### config.mk
export PLATFORM = sky130hd
export DESIGN_NAME = uart_frame_rx
export DESIGN_NICKNAME = d
export VERILOG_FILES = /design/src/rtl/uart_frame_rx.sv
export SDC_FILE = /design/constraint.sdc
export NUM_CORES = 1
export LEC_CHECK = 0
export BUFFER_PORTS_ARGS = -buffer_cell sky130_fd_sc_hd__clkbuf_2
export CAP_MARGIN = 20
export CORE_MARGIN = 4
export CORE_UTILIZATION = 50
export CTS_CLUSTER_DIAMETER = 150
export CTS_CLUSTER_SIZE = 25
export DETAILED_ROUTE_END_ITERATION = 8
export GPL_TIMING_DRIVEN = 0
export PLACE_DENSITY_LB_ADDON = 0.1
export SLEW_MARGIN = 20
export SYNTH_ARGS = -nofsm -noshare
export SYNTH_HDL_FRONTEND = slang
export SYNTH_SLANG_ARGS = --single-unit
### constraint.sdc
create_clock -name clk -period 6 [get_ports clk]
set_input_delay 0.9 -clock clk [delete_from_list [all_inputs] [get_ports clk]]
set_output_delay 0.9 -clock clk [all_outputs]
set_load 0.005 [all_outputs]
### src/rtl/uart_frame_rx.sv
module uart_frame_rx #(
  parameter int OSR = 16
) (
  input  logic       clk,
  input  logic       rst_n,
  input  logic       baud_tick,
  input  logic       rxd,
  input  logic [1:0] cfg_wlen,
  input  logic       cfg_par_en,
  input  logic       cfg_even,
  input  logic       cfg_stick,
  output logic [7:0] rx_data,
  output logic       rx_valid,
  output logic       rx_parity_err,
  output logic       rx_frame_err,
  output logic       rx_break
);
  localparam int CW = $clog2(OSR);
  localparam logic [CW-1:0] CNT_MID  = CW'(OSR / 2 - 1);
  localparam logic [CW-1:0] CNT_LAST = CW'(OSR - 1);

  typedef enum logic [2:0] {S_IDLE, S_START, S_DATA, S_PAR, S_STOP, S_HOLD} st_t;

  st_t           state;
  logic [2:0]    sync;
  logic [CW-1:0] cnt;
  logic [2:0]    idx;
  logic [7:0]    shreg;
  logic          par_bit;
  logic          all_low;

  wire       rx_s     = sync[1];
  wire       fall     = sync[2] & ~sync[1];
  wire [2:0] last_idx = {1'b0, cfg_wlen} + 3'd4;
  wire       at_full  = baud_tick && (cnt == CNT_LAST);
  wire       ones     = (^shreg) ^ par_bit;
  wire       par_bad  = cfg_par_en & (cfg_stick ? (par_bit == cfg_even) : (ones ^ ~cfg_even));
  wire       is_brk   = all_low & ~rx_s;

  always_ff @(posedge clk or negedge rst_n) begin
    if (!rst_n) begin
      state         <= S_IDLE;
      sync          <= '1;
      cnt           <= '0;
      idx           <= '0;
      shreg         <= '0;
      par_bit       <= 1'b0;
      all_low       <= 1'b0;
      rx_data       <= '0;
      rx_valid      <= 1'b0;
      rx_parity_err <= 1'b0;
      rx_frame_err  <= 1'b0;
      rx_break      <= 1'b0;
    end else begin
      sync          <= {sync[1:0], rxd};
      rx_valid      <= 1'b0;
      rx_parity_err <= 1'b0;
      rx_frame_err  <= 1'b0;
      rx_break      <= 1'b0;
      if (baud_tick && state != S_IDLE && state != S_HOLD)
        cnt <= cnt + 1'b1;
      case (state)
        S_IDLE: begin
          cnt <= '0;
          if (fall) state <= S_START;
        end
        S_START: if (baud_tick && cnt == CNT_MID) begin
          cnt <= '0;
          if (!rx_s) begin
            state   <= S_DATA;
            idx     <= '0;
            shreg   <= '0;
            par_bit <= 1'b0;
            all_low <= 1'b1;
          end else begin
            state <= S_IDLE;
          end
        end
        S_DATA: if (at_full) begin
          cnt        <= '0;
          shreg[idx] <= rx_s;
          all_low    <= all_low & ~rx_s;
          idx        <= idx + 1'b1;
          if (idx == last_idx) state <= cfg_par_en ? S_PAR : S_STOP;
        end
        S_PAR: if (at_full) begin
          cnt     <= '0;
          par_bit <= rx_s;
          all_low <= all_low & ~rx_s;
          state   <= S_STOP;
        end
        S_STOP: if (at_full) begin
          cnt           <= '0;
          rx_valid      <= 1'b1;
          rx_data       <= shreg;
          rx_parity_err <= par_bad;
          rx_frame_err  <= ~rx_s;
          rx_break      <= is_brk;
          state         <= is_brk ? S_HOLD : S_IDLE;
        end
        S_HOLD: begin
          cnt <= '0;
          if (rx_s) state <= S_IDLE;
        end
        default: state <= S_IDLE;
      endcase
    end
  end
endmodule


==> metrics.txt, run 1 <==
# TYPE chip_impl_metric gauge
chip_impl_info{name="status",value="complete, no violations"} 1
chip_impl_metric{name="synth.cell_area",unit="µm²"} 1804
chip_impl_metric{name="total_leakage_power",unit="µW"} 0.0008968
chip_impl_metric{name="grt_first_pass_wirelength",unit="µm"} 6506
chip_impl_metric{name="drc",unit=""} 0
chip_impl_metric{name="post-dp-hpwl",unit="µm"} 2666
chip_impl_info{name="worst-setup-path-type",value="input pin to flop"} 1
chip_impl_metric{name="cts.sinks",unit=""} 35
chip_impl_metric{name="post_cts_resize_count",unit=""} 0
chip_impl_metric{name="nNetsFinal",unit=""} 205
chip_impl_info{name="crit_path_cell_trace",value="clkbuf_2 > and4_1 > clkbuf_1 > nand2_1 > or3_1 > buf_2 > mux2_2"} 1
chip_impl_metric{name="place.gp.congestion",unit=""} 0.8708
chip_impl_metric{name="timing.critical_path.arrival",unit="ns"} 2.55
chip_impl_info{name="netlist_top_cells_count",value="sky130_fd_sc_hd__dfrtp_1, sky130_fd_sc_hd__xnor2_1, sky130_fd_sc_hd__nor2_1, sky130_fd_sc_hd__o31ai_1, sky130_fd_sc_hd__mux2_2"} 1
chip_impl_metric{name="report.final.hold_viol_count",unit=""} 0
chip_impl_metric{name="antenna_cells",unit=""} 0
chip_impl_info{name="crit_family",value="simple AND/OR/NAND/NOR gates"} 1
chip_impl_info{name="leading_cell_types_by_total_area_after_synthesis",value="sky130_fd_sc_hd__dfrtp_1, sky130_fd_sc_hd__xnor2_1, sky130_fd_sc_hd__mux2_2"} 1
chip_impl_metric{name="boundaryPins",unit=""} 21
chip_impl_metric{name="number_of_cts_inserted_buffers",unit=""} 5
chip_impl_info{name="hold_end",value="sync[1]"} 1
chip_impl_info{name="worstSetupEndpointType",value="flop"} 1
chip_impl_metric{name="post_drt_wl_per_cell",unit="µm"} 15.36
chip_impl_metric{name="dr_pass1_iterations",unit=""} 5
chip_impl_metric{name="drive_gt1_frac",unit=""} 0.2320
chip_impl_info{name="synth-main-ff-cell",value="sky130_fd_sc_hd__dfrtp_1"} 1
chip_impl_metric{name="synth_nets",unit=""} 178
chip_impl_metric{name="setup_viol_count_final",unit=""} 0
chip_impl_metric{name="count_of_buffering_cells_on_the_critical_path_with_inverters_included",unit=""} 3
chip_impl_info{name="synth_largest_area_cell",value="sky130_fd_sc_hd__dfrtp_1"} 1
chip_impl_metric{name="fin_tns_setup",unit="ns"} 0
chip_impl_info{name="timing.critical_path.slowest_stage_cell",value="sky130_fd_sc_hd__or3_1"} 1
chip_impl_metric{name="seq_power_share",unit=""} 0.453
chip_impl_metric{name="area.growth.synth_to_final",unit="%"} 11.86
chip_impl_metric{name="gr-usage-all-layers",unit=""} 0.1928
chip_impl_metric{name="number_of_synthesized_register_bits",unit=""} 35
chip_impl_metric{name="dpl.cell_count",unit=""} 233
chip_impl_metric{name="timing.reg2reg.setup_slack",unit="ns"} 3.72
chip_impl_metric{name="routed_via_density",unit=""} 5.763
chip_impl_metric{name="synth_edf_count",unit=""} 0
chip_impl_metric{name="design.core.area",unit="µm²"} 3416
chip_impl_metric{name="start_util",unit=""} 0.5282
chip_impl_metric{name="whs",unit="ns"} 0.3608
chip_impl_metric{name="worst_path_required",unit="ns"} 6.24
chip_impl_metric{name="fp-row-count",unit=""} 21
chip_impl_metric{name="overflow",unit=""} 0
chip_impl_metric{name="worst-path-max-fanout",unit=""} 10
chip_impl_metric{name="io_buffers",unit=""} 20
chip_impl_metric{name="postcts_setup_bufs",unit=""} 0
chip_impl_metric{name="fmax",unit="MHz"} 432.4
chip_impl_info{name="tritoncts",value="yes"} 1
chip_impl_metric{name="maximum_vdd_drop",unit="mV"} 0.1752
chip_impl_metric{name="grt_pass1_vias",unit=""} 1342
chip_impl_metric{name="power.clock.fraction",unit=""} 0.221
chip_impl_metric{name="final_core_util",unit=""} 0.5908
chip_impl_metric{name="die_h",unit="µm"} 68.07
chip_impl_metric{name="worst_relative_slew_slack",unit=""} 0.4289
chip_impl_metric{name="timing.final.crit_period",unit="ns"} 2.312
chip_impl_metric{name="cts_buffer_depth",unit=""} 2
chip_impl_metric{name="mean_cell_area_of_the_mapped_netlist",unit="µm²"} 10.80
chip_impl_metric{name="period_share",unit=""} 0.3854
chip_impl_metric{name="total_wire_length_after_detailed_routing",unit="µm"} 3687
chip_impl_info{name="crit-reg2reg-launch",value="cnt[0]"} 1
chip_impl_metric{name="power.combinational.fraction",unit=""} 0.326
chip_impl_metric{name="final_max_slew_viol_count",unit=""} 0
chip_impl_metric{name="postRouteAntennaNets",unit=""} 0
chip_impl_metric{name="post-synth-top-area-fraction",unit=""} 0.4438
chip_impl_metric{name="dieWidth",unit="µm"} 68.07
chip_impl_info{name="grt_setup_unrepaired",value="no"} 1
chip_impl_info{name="critical_path.reg2reg.endpoint",value="rx_data[5]"} 1
chip_impl_metric{name="power_density",unit="nW/µm²"} 296.2
chip_impl_metric{name="timing_worst_slew_pin_value",unit="ns"} 0.8566
chip_impl_metric{name="power.switching",unit="µW"} 215.9
chip_impl_metric{name="synth.yosys.warnings",unit=""} 0
chip_impl_metric{name="async_flop_share",unit=""} 1.000
chip_impl_info{name="clock_tree.root_cell",value="sky130_fd_sc_hd__clkbuf_4"} 1
chip_impl_metric{name="die_area",unit="µm²"} 4634
chip_impl_metric{name="clock_insertion_delay_worst_skew",unit="ns"} 0.34
chip_impl_metric{name="synth.yosys.seq_area_share",unit=""} 0.4875
chip_impl_metric{name="power.switching_fraction",unit=""} 0.3612
chip_impl_metric{name="pin_count_of_the_biggest_net_entering_global_routing",unit=""} 36
chip_impl_metric{name="hold-path-cell-count",unit=""} 0
chip_impl_metric{name="layoutNonFillerInstCount",unit=""} 240
chip_impl_metric{name="vias",unit=""} 1383
chip_impl_info{name="startpoint_type",value="input pin"} 1
chip_impl_metric{name="drt_first_iter_violations",unit=""} 95
chip_impl_metric{name="cap_violations",unit=""} 0
chip_impl_metric{name="cts_hold_repair.buffers",unit=""} 0
chip_impl_metric{name="htree_levels",unit=""} 2
chip_impl_info{name="worstHoldPathType",value="flop to flop"} 1
chip_impl_metric{name="grt_antenna_before_repair",unit=""} 0
chip_impl_metric{name="synth.distinct_cells",unit=""} 47
chip_impl_metric{name="synthCells",unit=""} 167
chip_impl_metric{name="worst_clock_skew",unit="ns"} 0.006430
chip_impl_metric{name="critical_path.max_stage_delay",unit="ns"} 0.40
chip_impl_metric{name="power.internal",unit="µW"} 381.8
chip_impl_metric{name="rr_worst_depth",unit=""} 7
chip_impl_info{name="post-synth-top-count-cell",value="sky130_fd_sc_hd__dfrtp_1"} 1
chip_impl_metric{name="total_power",unit="µW"} 597.8
chip_impl_metric{name="clkSlewWorstSetupHoldPaths",unit="ns"} 0.10
chip_impl_info{name="worstHoldStart",value="sync[0]"} 1
## power by group through the flow
stage / sequential (µW) / combinational, µW / clock (µW)
final: 271 / 195 / 132
after global routing: 274 / 221 / 150
after CTS: 271 / 193 / 136
after detailed placement: 275 / 193 / 0
after global placement: 274 / 186 / 0
after floorplan: 271 / 148 / 0
## worst register-to-register path: stages (launching register included)
cell	delay, ns
sky130_fd_sc_hd__dfrtp_1	0.40
sky130_fd_sc_hd__ha_1	0.23
sky130_fd_sc_hd__and4_1	0.20
sky130_fd_sc_hd__clkbuf_1	0.29
sky130_fd_sc_hd__nand2_1	0.12
sky130_fd_sc_hd__or3_1	0.40
sky130_fd_sc_hd__buf_2	0.24
sky130_fd_sc_hd__mux2_2	0.30
## layout by cell type, fill, tap and decap left out, types with 2 or more instances in the layout
master / count
sky130_fd_sc_hd__xnor2_1: 11
sky130_fd_sc_hd__nor2_1: 9
sky130_fd_sc_hd__dfrtp_1: 32
sky130_fd_sc_hd__a41oi_1: 2
sky130_fd_sc_hd__inv_1: 5
sky130_fd_sc_hd__nand2b_1: 3
sky130_fd_sc_hd__o211ai_1: 6
sky130_fd_sc_hd__buf_2: 2
sky130_fd_sc_hd__mux2_2: 8
sky130_fd_sc_hd__clkbuf_1: 4
sky130_fd_sc_hd__or3_1: 2
sky130_fd_sc_hd__ha_1: 2
sky130_fd_sc_hd__a32o_1: 2
sky130_fd_sc_hd__clkbuf_4: 5
sky130_fd_sc_hd__nand4_1: 2
sky130_fd_sc_hd__o31ai_1: 9
sky130_fd_sc_hd__a31oi_1: 3
sky130_fd_sc_hd__nand3_1: 6
sky130_fd_sc_hd__mux2i_1: 2
sky130_fd_sc_hd__clkbuf_2: 20
sky130_fd_sc_hd__nor3_1: 3
sky130_fd_sc_hd__dfstp_2: 3
sky130_fd_sc_hd__o21ai_0: 7
sky130_fd_sc_hd__buf_1: 2
sky130_fd_sc_hd__xor2_1: 4
sky130_fd_sc_hd__a21oi_1: 7
sky130_fd_sc_hd__nand2_1: 6
sky130_fd_sc_hd__buf_4: 2
sky130_fd_sc_hd__nor2b_1: 2
sky130_fd_sc_hd__nand3b_1: 2
## routing by layer
metal	vias up	global-route usage	part of all wire
met5	-	0	0
met1	656	0.2453	0.45
met3	12	0.05255	0.050
met2	40	0.2984	0.47
met4	0	0.1017	0.025
li1	675	-	-
## flip-flops by register name (all words and copies together), names as in the netlist
register / flops
state: 3
sync: 3
cnt: 4
rx_data: 8
all_low: 1
par_bit: 1
rx_valid: 1
rx_parity_err: 1
rx_break: 1
rx_frame_err: 1
shreg: 8
idx: 3
## through the flow
step	setup slack (ns)	area, µm²
after floorplan	3.733	1804
after global placement	3.354	1962
after detailed placement	3.332	1962
after CTS	3.696	2018
after global routing	3.599	2018
final	3.688	2018
## cell type report
type	count	area (µm²)
fillers	306	1398
flip-flops and latches	35	879.6
multi-input cells	115	843.3
repair buffers	20	100.1
plain buffers	11	58.81
well taps	46	57.56
clock buffers	6	51.30
inverters	6	22.52
clock inverters	1	5.005
## worst max path at each step
stage / startpoint / end / slack (ns) / cells after the start
after floorplan: baud_tick / rx_data[1] / 3.73 / 6
after global placement: baud_tick / rx_data[4] / 3.35 / 7
after detailed placement: baud_tick / rx_data[5] / 3.33 / 7
after CTS: baud_tick / rx_data[5] / 3.70 / 7
after global routing: cnt[0] / rx_data[5] / 3.60 / 7
final: baud_tick / rx_data[5] / 3.69 / 7
## cell families (layout without fill, tap and decap cells)
kind of cell             Yosys count  in the layout  synth area share
AND/OR/NAND/NOR                   40             40            0.1165
flip-flops                        35             35            0.4875
XOR/XNOR                          15             15           0.07281
adder cells (fa/ha/maj)            2              2           0.01387
AO/OA/AOI/OAI                     48             48            0.2032
buffers and inverters             17             44           0.04507
multiplexers                      10             10           0.06103
(Power assumes the default switching activity.)
==> inputs of run 2 (changes only) <==
clock period = 2.24 ns   (was 6 ns; I/O delays follow)
==> run 2 against run 1 <==
Compared with the run above: worst hold slack lost 0.28 ns; first-iteration DRC count is 19% lower; global-route usage unchanged; clock skew rose by 0.00054 ns; sequential power rose to 2.7 times the previous value; wire length is 0.57% higher; sequential cell count unchanged; clock-buffer cell count unchanged; register-to-register slack got worse by 3.6 ns; sequential share of layout area fell by 0.30 points.
==> metrics.txt, run 2 (same netlist as run 1, synthesis figures left out) <==
# TYPE chip_impl_metric gauge
chip_impl_info{name="status",value="complete, no violations"} 1
chip_impl_metric{name="power_density",unit="nW/µm²"} 790.3
chip_impl_metric{name="worst-path-max-fanout",unit=""} 10
chip_impl_metric{name="timing.reg2reg.setup_slack",unit="ns"} 0.12
chip_impl_metric{name="finalInstanceArea",unit="µm²"} 2032
chip_impl_info{name="startpoint_type",value="flop"} 1
chip_impl_metric{name="grt_first_pass_wirelength",unit="µm"} 6506
chip_impl_metric{name="total_wire_length_after_detailed_routing",unit="µm"} 3708
chip_impl_metric{name="report.final.hold_viol_count",unit=""} 0
chip_impl_metric{name="grt_pass1_vias",unit=""} 1344
chip_impl_info{name="critical_path.reg2reg.endpoint",value="rx_data[5]"} 1
chip_impl_metric{name="cap_violations",unit=""} 0
chip_impl_metric{name="cts_buffer_depth",unit=""} 2
chip_impl_metric{name="cts_hold_repair.buffers",unit=""} 0
chip_impl_info{name="worstSetupEndpointType",value="flop"} 1
chip_impl_metric{name="overflow",unit=""} 0
chip_impl_metric{name="power.switching_fraction",unit=""} 0.3625
chip_impl_metric{name="post_drt_wl_per_cell",unit="µm"} 15.51
chip_impl_metric{name="power.combinational.fraction",unit=""} 0.328
chip_impl_info{name="clock_tree.root_cell",value="sky130_fd_sc_hd__clkbuf_4"} 1
chip_impl_metric{name="routed_via_density",unit=""} 5.845
chip_impl_metric{name="boundaryPins",unit=""} 21
chip_impl_metric{name="start_util",unit=""} 0.5282
chip_impl_metric{name="antenna_cells",unit=""} 0
chip_impl_metric{name="area_of_combinational_cells_with_multiple_inputs",unit="µm²"} 860.8
chip_impl_metric{name="timing.final.crit_period",unit="ns"} 2.119
chip_impl_metric{name="post-dp-hpwl",unit="µm"} 2666
chip_impl_metric{name="seq_power_share",unit=""} 0.451
chip_impl_metric{name="clock_insertion_delay_worst_skew",unit="ns"} 0.34
chip_impl_info{name="top_usage_layer",value="met2"} 1
chip_impl_metric{name="total_power",unit="µW"} 1606
chip_impl_metric{name="period_share",unit=""} 0.9459
chip_impl_metric{name="final_max_slew_viol_count",unit=""} 0
chip_impl_metric{name="setup_viol_count_final",unit=""} 0
chip_impl_metric{name="maximum_vdd_drop",unit="mV"} 0.4720
chip_impl_metric{name="postRouteAntennaNets",unit=""} 0
chip_impl_metric{name="power.internal",unit="µW"} 1024
chip_impl_metric{name="htree_levels",unit=""} 2
chip_impl_info{name="crit_path_cell_trace",value="ha_1 > and4_2 > nand2_1 > or3_1 > buf_2 > mux2_2"} 1
chip_impl_info{name="largestRegisters",value="rx_data (8), shreg (8), cnt (4)"} 1
chip_impl_info{name="grt_setup_unrepaired",value="no"} 1
chip_impl_metric{name="worst_path_required",unit="ns"} 2.48
chip_impl_metric{name="grt_antenna_before_repair",unit=""} 0
chip_impl_info{name="timing.critical_path.slowest_stage_cell",value="sky130_fd_sc_hd__dfrtp_1"} 1
chip_impl_metric{name="die_area",unit="µm²"} 4634
chip_impl_metric{name="design.core.area",unit="µm²"} 3416
chip_impl_info{name="setup.worst_path.end",value="rx_data[5]"} 1
chip_impl_metric{name="worst_clock_skew",unit="ns"} 0.006971
chip_impl_metric{name="gr-usage-met2",unit=""} 0.2984
chip_impl_metric{name="timing_worst_slew_pin_value",unit="ns"} 0.8595
chip_impl_info{name="worstHoldPathType",value="input pin to asynchronous set/reset pin"} 1
chip_impl_metric{name="dieWidth",unit="µm"} 68.07
chip_impl_metric{name="number_of_cts_inserted_buffers",unit=""} 5
chip_impl_info{name="mostFrequentLayoutCell",value="sky130_fd_sc_hd__dfrtp_1"} 1
chip_impl_info{name="worst-setup-path-type",value="flop to flop"} 1
chip_impl_metric{name="total_leakage_power",unit="µW"} 0.0008974
chip_impl_metric{name="grtUsageMet3",unit=""} 0.05255
chip_impl_metric{name="power.switching",unit="µW"} 582.1
chip_impl_metric{name="power.clock.fraction",unit=""} 0.221
chip_impl_metric{name="place_area",unit="µm²"} 1962
chip_impl_info{name="tritoncts",value="yes"} 1
chip_impl_metric{name="dr_pass1_iterations",unit=""} 5
chip_impl_metric{name="drc",unit=""} 0
chip_impl_info{name="layout_common_cells",value="sky130_fd_sc_hd__dfrtp_1, sky130_fd_sc_hd__clkbuf_2, sky130_fd_sc_hd__xnor2_1"} 1
chip_impl_metric{name="drive_gt1_frac",unit=""} 0.2539
chip_impl_metric{name="fp-row-count",unit=""} 21
chip_impl_metric{name="critical_path.max_stage_delay",unit="ns"} 0.40
chip_impl_metric{name="nNetsFinal",unit=""} 204
chip_impl_info{name="crit-reg2reg-launch",value="cnt[0]"} 1
chip_impl_metric{name="area.growth.synth_to_final",unit="%"} 12.62
chip_impl_metric{name="drt_first_iter_violations",unit=""} 77
chip_impl_metric{name="die_h",unit="µm"} 68.07
chip_impl_metric{name="fmax",unit="MHz"} 472.0
chip_impl_metric{name="ff_latch_area",unit="µm²"} 879.6
chip_impl_metric{name="cts.sinks",unit=""} 35
chip_impl_metric{name="vias",unit=""} 1397
chip_impl_metric{name="clkSlewWorstSetupHoldPaths",unit="ns"} 0.10
chip_impl_metric{name="timing.critical_path.arrival",unit="ns"} 2.35
chip_impl_metric{name="grt_use_met1",unit=""} 0.2453
chip_impl_metric{name="final.fill_count",unit=""} 306
chip_impl_info{name="cp-startpoint",value="cnt[0]"} 1
chip_impl_metric{name="pin_count_of_the_biggest_net_entering_global_routing",unit=""} 36
chip_impl_metric{name="io_buffers",unit=""} 20
chip_impl_metric{name="gr-usage-all-layers",unit=""} 0.1928
chip_impl_metric{name="rr_worst_depth",unit=""} 6
chip_impl_metric{name="worst_relative_slew_slack",unit=""} 0.4270
chip_impl_metric{name="place.gp.congestion",unit=""} 0.8708
run 2: changes by cell type in the layout (fill, tap and decap cells not counted):
| cell | previous run | this run |
|---|---|---|
| sky130_fd_sc_hd__nand3_1 | 6 | 4 |
| sky130_fd_sc_hd__nand3_2 | 0 | 2 |
| sky130_fd_sc_hd__and2_0 | 1 | 0 |
| sky130_fd_sc_hd__and2_1 | 0 | 1 |
| sky130_fd_sc_hd__and4_1 | 1 | 0 |
| sky130_fd_sc_hd__and4_2 | 0 | 1 |
| sky130_fd_sc_hd__clkbuf_1 | 4 | 3 |
| sky130_fd_sc_hd__nor4_1 | 1 | 0 |
| sky130_fd_sc_hd__nor4_2 | 0 | 1 |
run 2: timing repair:
action | 4_1_cts | 5_1_grt
setup buffers | 0 | 0
setup endpoints to repair | 6 | 15
cloned | 0 | 0
gates resized for setup | 0 | 5
run 2: power groups by stage:
stage          Clock (µW)  Sequential (µW)  Combinational (µW)
6_report              354              725                 527
3_5_place_dp            0              737                 516
2_1_floorplan           0              726                 396
4_1_cts               365              725                 517
5_1_grt               401              733                 599
3_3_place_gp            0              735                 497
run 2: cell type report:
cell class / count / area share
buffer: 10 / 0.02709
clock buffer: 6 / 0.02525
clock inverter: 1 / 0.002463
inverter: 6 / 0.01108
multi-input combinational: 115 / 0.4236
sequential: 35 / 0.4329
tap: 46 / 0.02833
timing repair buffer: 20 / 0.04926
run 2: worst min path at each step:
stage	startpoint	end	slack [ns]	cells past startpoint
floorplan	rst_n	all_low	0.04	0
global placement	sync[0]	sync[1]	0.35	0
detailed placement	sync[0]	sync[1]	0.35	0
CTS	rxd	sync[0]	0.06	1
global route	rxd	sync[0]	0.05	1
finish	rst_n	rx_data[5]	0.08	1
run 2: routing by layer:
layer	share of wire	up-vias
li1	-	670
met2	0.47	55
met4	0.027	0
met5	0	-
met3	0.054	15
met1	0.45	657
run 2: metrics by stage:
stage               setup slack [ns]  instances  hold slack, ns  TNS [ns]  utilization
global placement             0.01424        233          0.3461         0       0.5744
CTS                          0.05819        239         0.06410         0       0.5897
floorplan                     0.2812        167         0.04041         0            -
finish                        0.1211        239         0.07874         0       0.5949
global route                 0.02219        239         0.05140         0       0.5949
detailed placement          -0.02292        233          0.3479  -0.05788       0.5744
run 2: critical path: cells and delay by family, from the launching register on:
family | cells | cell delay, ns
DFF | 1 | 0.40
buffers and inverters | 1 | 0.24
and+or+nand+nor | 3 | 0.86
adders and majority gates | 1 | 0.23
muxes | 1 | 0.30
==> inputs of run 3 (changes only) <==
CORE_UTILIZATION = 57   (was 50)
GPL_TIMING_DRIVEN = not set   (was 0)
==> run 3 against run 2 <==
Compared with the run above: sequential share of layout area shrank 0.71 points; sequential power grew 3.0%; setup slack gained 0.016 ns; cell count shrank 1.3%; combinational power shrank 5.3%; die area shrank 11%; register-to-register slack gained 0.02 ns; clock-buffer cell count shrank 1; wire length shrank 1.8%; largest cell class unchanged.
==> metrics.txt, run 3 (same netlist as run 1, synthesis figures left out) <==
# TYPE chip_impl_metric gauge
chip_impl_info{name="status",value="complete, no violations"} 1
chip_impl_metric{name="grtUsageMet3",unit=""} 0.05448
chip_impl_metric{name="power_density",unit="nW/µm²"} 876.4
chip_impl_metric{name="vias",unit=""} 1382
chip_impl_metric{name="report.final.hold_viol_count",unit=""} 0
chip_impl_metric{name="fp-row-count",unit=""} 20
chip_impl_metric{name="pin_count_of_the_biggest_net_entering_global_routing",unit=""} 36
chip_impl_metric{name="grt_pass1_vias",unit=""} 1273
chip_impl_metric{name="cts_buffer_depth",unit=""} 2
chip_impl_metric{name="fmax",unit="MHz"} 475.5
chip_impl_metric{name="clock_insertion_delay_worst_skew",unit="ns"} 0.35
chip_impl_metric{name="grt_antenna_before_repair",unit=""} 0
chip_impl_metric{name="power.clock.fraction",unit=""} 0.312
chip_impl_metric{name="post-dp-hpwl",unit="µm"} 2606
chip_impl_info{name="startpoint_type",value="flop"} 1
chip_impl_metric{name="nNetsFinal",unit=""} 202
chip_impl_metric{name="timing_worst_slew_pin_value",unit="ns"} 0.8372
chip_impl_metric{name="clkSlewWorstSetupHoldPaths",unit="ns"} 0.11
chip_impl_metric{name="boundaryPins",unit=""} 21
chip_impl_metric{name="cap_violations",unit=""} 0
chip_impl_info{name="worstSetupEndpointType",value="flop"} 1
chip_impl_metric{name="drive_gt1_frac",unit=""} 0.2552
chip_impl_info{name="critical_path.reg2reg.endpoint",value="shreg[0]"} 1
chip_impl_metric{name="area.growth.synth_to_final",unit="%"} 14.49
chip_impl_metric{name="timing.reg2reg.setup_slack",unit="ns"} 0.14
chip_impl_metric{name="gr-usage-met2",unit=""} 0.2848
chip_impl_metric{name="dr_pass1_iterations",unit=""} 4
chip_impl_metric{name="antenna_cells",unit=""} 0
chip_impl_metric{name="postcts_setup_bufs",unit=""} 0
chip_impl_metric{name="grt_first_pass_wirelength",unit="µm"} 6216
chip_impl_metric{name="layoutNonFillerInstCount",unit=""} 236
chip_impl_metric{name="worst_clock_skew",unit="ns"} 0.01310
chip_impl_metric{name="maximum_vdd_drop",unit="mV"} 0.5791
chip_impl_metric{name="worst_path_required",unit="ns"} 2.47
chip_impl_metric{name="period_share",unit=""} 0.9389
chip_impl_metric{name="htree_levels",unit=""} 2
chip_impl_metric{name="timing.final.crit_period",unit="ns"} 2.103
chip_impl_metric{name="setup_viol_count_final",unit=""} 0
chip_impl_metric{name="die_area",unit="µm²"} 4129
chip_impl_info{name="cp-startpoint",value="state[1]"} 1
chip_impl_metric{name="postRouteAntennaNets",unit=""} 0
chip_impl_metric{name="post_cts_resize_count",unit=""} 0
chip_impl_metric{name="routed_via_density",unit=""} 5.856
chip_impl_metric{name="final_max_slew_viol_count",unit=""} 0
chip_impl_info{name="setup.worst_path.end",value="shreg[0]"} 1
chip_impl_info{name="worstHoldPathType",value="input pin to flop"} 1
chip_impl_info{name="crit-reg2reg-launch",value="state[1]"} 1
chip_impl_metric{name="gr-usage-all-layers",unit=""} 0.1987
chip_impl_info{name="largestRegisters",value="rx_data (8), shreg (8), cnt (4)"} 1
chip_impl_metric{name="seq_power_share",unit=""} 0.412
chip_impl_metric{name="power.switching_fraction",unit=""} 0.3218
chip_impl_metric{name="rr_worst_depth",unit=""} 5
chip_impl_metric{name="worst-path-max-fanout",unit=""} 8
chip_impl_metric{name="start_util",unit=""} 0.5910
chip_impl_metric{name="design.core.area",unit="µm²"} 3053
chip_impl_metric{name="io_buffers",unit=""} 20
chip_impl_info{name="clock_tree.root_cell",value="sky130_fd_sc_hd__clkbuf_4"} 1
chip_impl_info{name="layout_common_cells",value="sky130_fd_sc_hd__dfrtp_1, sky130_fd_sc_hd__clkbuf_2, sky130_fd_sc_hd__xnor2_1"} 1
chip_impl_metric{name="cts_hold_repair.buffers",unit=""} 0
chip_impl_metric{name="number_of_cts_inserted_buffers",unit=""} 5
chip_impl_metric{name="worst_relative_slew_slack",unit=""} 0.4419
chip_impl_metric{name="drc",unit=""} 0
chip_impl_metric{name="cts.sinks",unit=""} 35
chip_impl_metric{name="die_h",unit="µm"} 64.26
chip_impl_metric{name="power.switching",unit="µW"} 582.5
chip_impl_info{name="tritoncts",value="yes"} 1
chip_impl_info{name="top_usage_layer",value="met2"} 1
chip_impl_metric{name="fin_tns_setup",unit="ns"} 0
chip_impl_metric{name="timing.critical_path.arrival",unit="ns"} 2.34
chip_impl_metric{name="grt_use_met1",unit=""} 0.2800
chip_impl_metric{name="final.fill_count",unit=""} 243
chip_impl_metric{name="total_leakage_power",unit="µW"} 0.0009233
chip_impl_metric{name="dieWidth",unit="µm"} 64.26
chip_impl_metric{name="dpl.cell_count",unit=""} 228
chip_impl_metric{name="power.combinational.fraction",unit=""} 0.275
chip_impl_info{name="grt_setup_unrepaired",value="no"} 1
chip_impl_metric{name="drt_first_iter_violations",unit=""} 96
chip_impl_metric{name="power.internal",unit="µW"} 1228
chip_impl_metric{name="place.gp.congestion",unit=""} 0.8233
chip_impl_metric{name="post_drt_wl_per_cell",unit="µm"} 15.42
chip_impl_info{name="worst-setup-path-type",value="flop to flop"} 1
chip_impl_metric{name="total_wire_length_after_detailed_routing",unit="µm"} 3640
chip_impl_info{name="mostFrequentLayoutCell",value="sky130_fd_sc_hd__dfrtp_1"} 1
chip_impl_metric{name="overflow",unit=""} 0
-- run 3: cell types whose count changed in the layout (fill, tap and decap cells not counted), moves of 2 or more --
| cell | change |
|---|---|
| sky130_fd_sc_hd__buf_1 | -2 |
| sky130_fd_sc_hd__buf_2 | -2 |
| sky130_fd_sc_hd__buf_4 | +6 |
| sky130_fd_sc_hd__bufinv_16 | +2 |
| sky130_fd_sc_hd__clkbuf_1 | -3 |
| sky130_fd_sc_hd__nand3_1 | +2 |
| sky130_fd_sc_hd__nand3_2 | -2 |
-- run 3: power groups by stage --
stage / sequential [µW] / combinational [µW] / clock (µW)
floorplan: 726 / 396 / 0
CTS: 746 / 493 / 580
global placement: 755 / 475 / 0
global route: 758 / 557 / 603
finish: 747 / 499 / 565
detailed placement: 759 / 488 / 0
-- run 3: how the worst min path moves through the flow --
| stage | from | endpoint | cells past startpoint |
|---|---|---|---|
| 2_1_floorplan | rst_n | all_low | 0 |
| 3_3_place_gp | sync[0] | sync[1] | 0 |
| 4_1_cts | rxd | sync[0] | 1 |
| 5_1_grt | rxd | sync[0] | 1 |
| 3_5_place_dp | sync[0] | sync[1] | 0 |
| 6_report | rxd | sync[0] | 1 |
-- run 3: critical path, stage by stage (launching register included) --
cell                       delay [ns]
sky130_fd_sc_hd__dfrtp_1         0.39
sky130_fd_sc_hd__or4b_1          0.49
sky130_fd_sc_hd__a211o_1         0.30
sky130_fd_sc_hd__or2_0           0.40
sky130_fd_sc_hd__o311ai_4        0.30
sky130_fd_sc_hd__o41ai_2         0.11
-- run 3: area by class of cell --
type	instances	area (µm²)	area share
flip-flops and latches	35	879.6	0.4258
multi-input cells	115	843.3	0.4082
repair buffers	28	160.2	0.07753
clock inverters	3	67.56	0.03271
well taps	44	55.05	0.02665
clock buffers	5	37.54	0.01817
inverters	6	22.52	0.01090
-- run 3: per-stage QoR --
step                instance area, µm²  total power (µW)  hold WS (ns)  utilization  setup slack, ns
finish                            2066              1810       0.05939       0.6766           0.1368
global route                      2066              1919       0.04329       0.6766          0.03014
CTS                               2066              1819       0.04997       0.6766           0.1510
detailed placement                1961              1247        0.3734       0.6422           0.1561
global placement                  1961              1230        0.3732       0.6422           0.1969
floorplan                         1804              1122       0.04041            -           0.2812
-- run 3: layer usage --
layer | part of all wire | routed length (µm)
met5 | 0 | 0
met4 | 0.019 | 68
met3 | 0.054 | 198
met2 | 0.46 | 1665
met1 | 0.47 | 1707
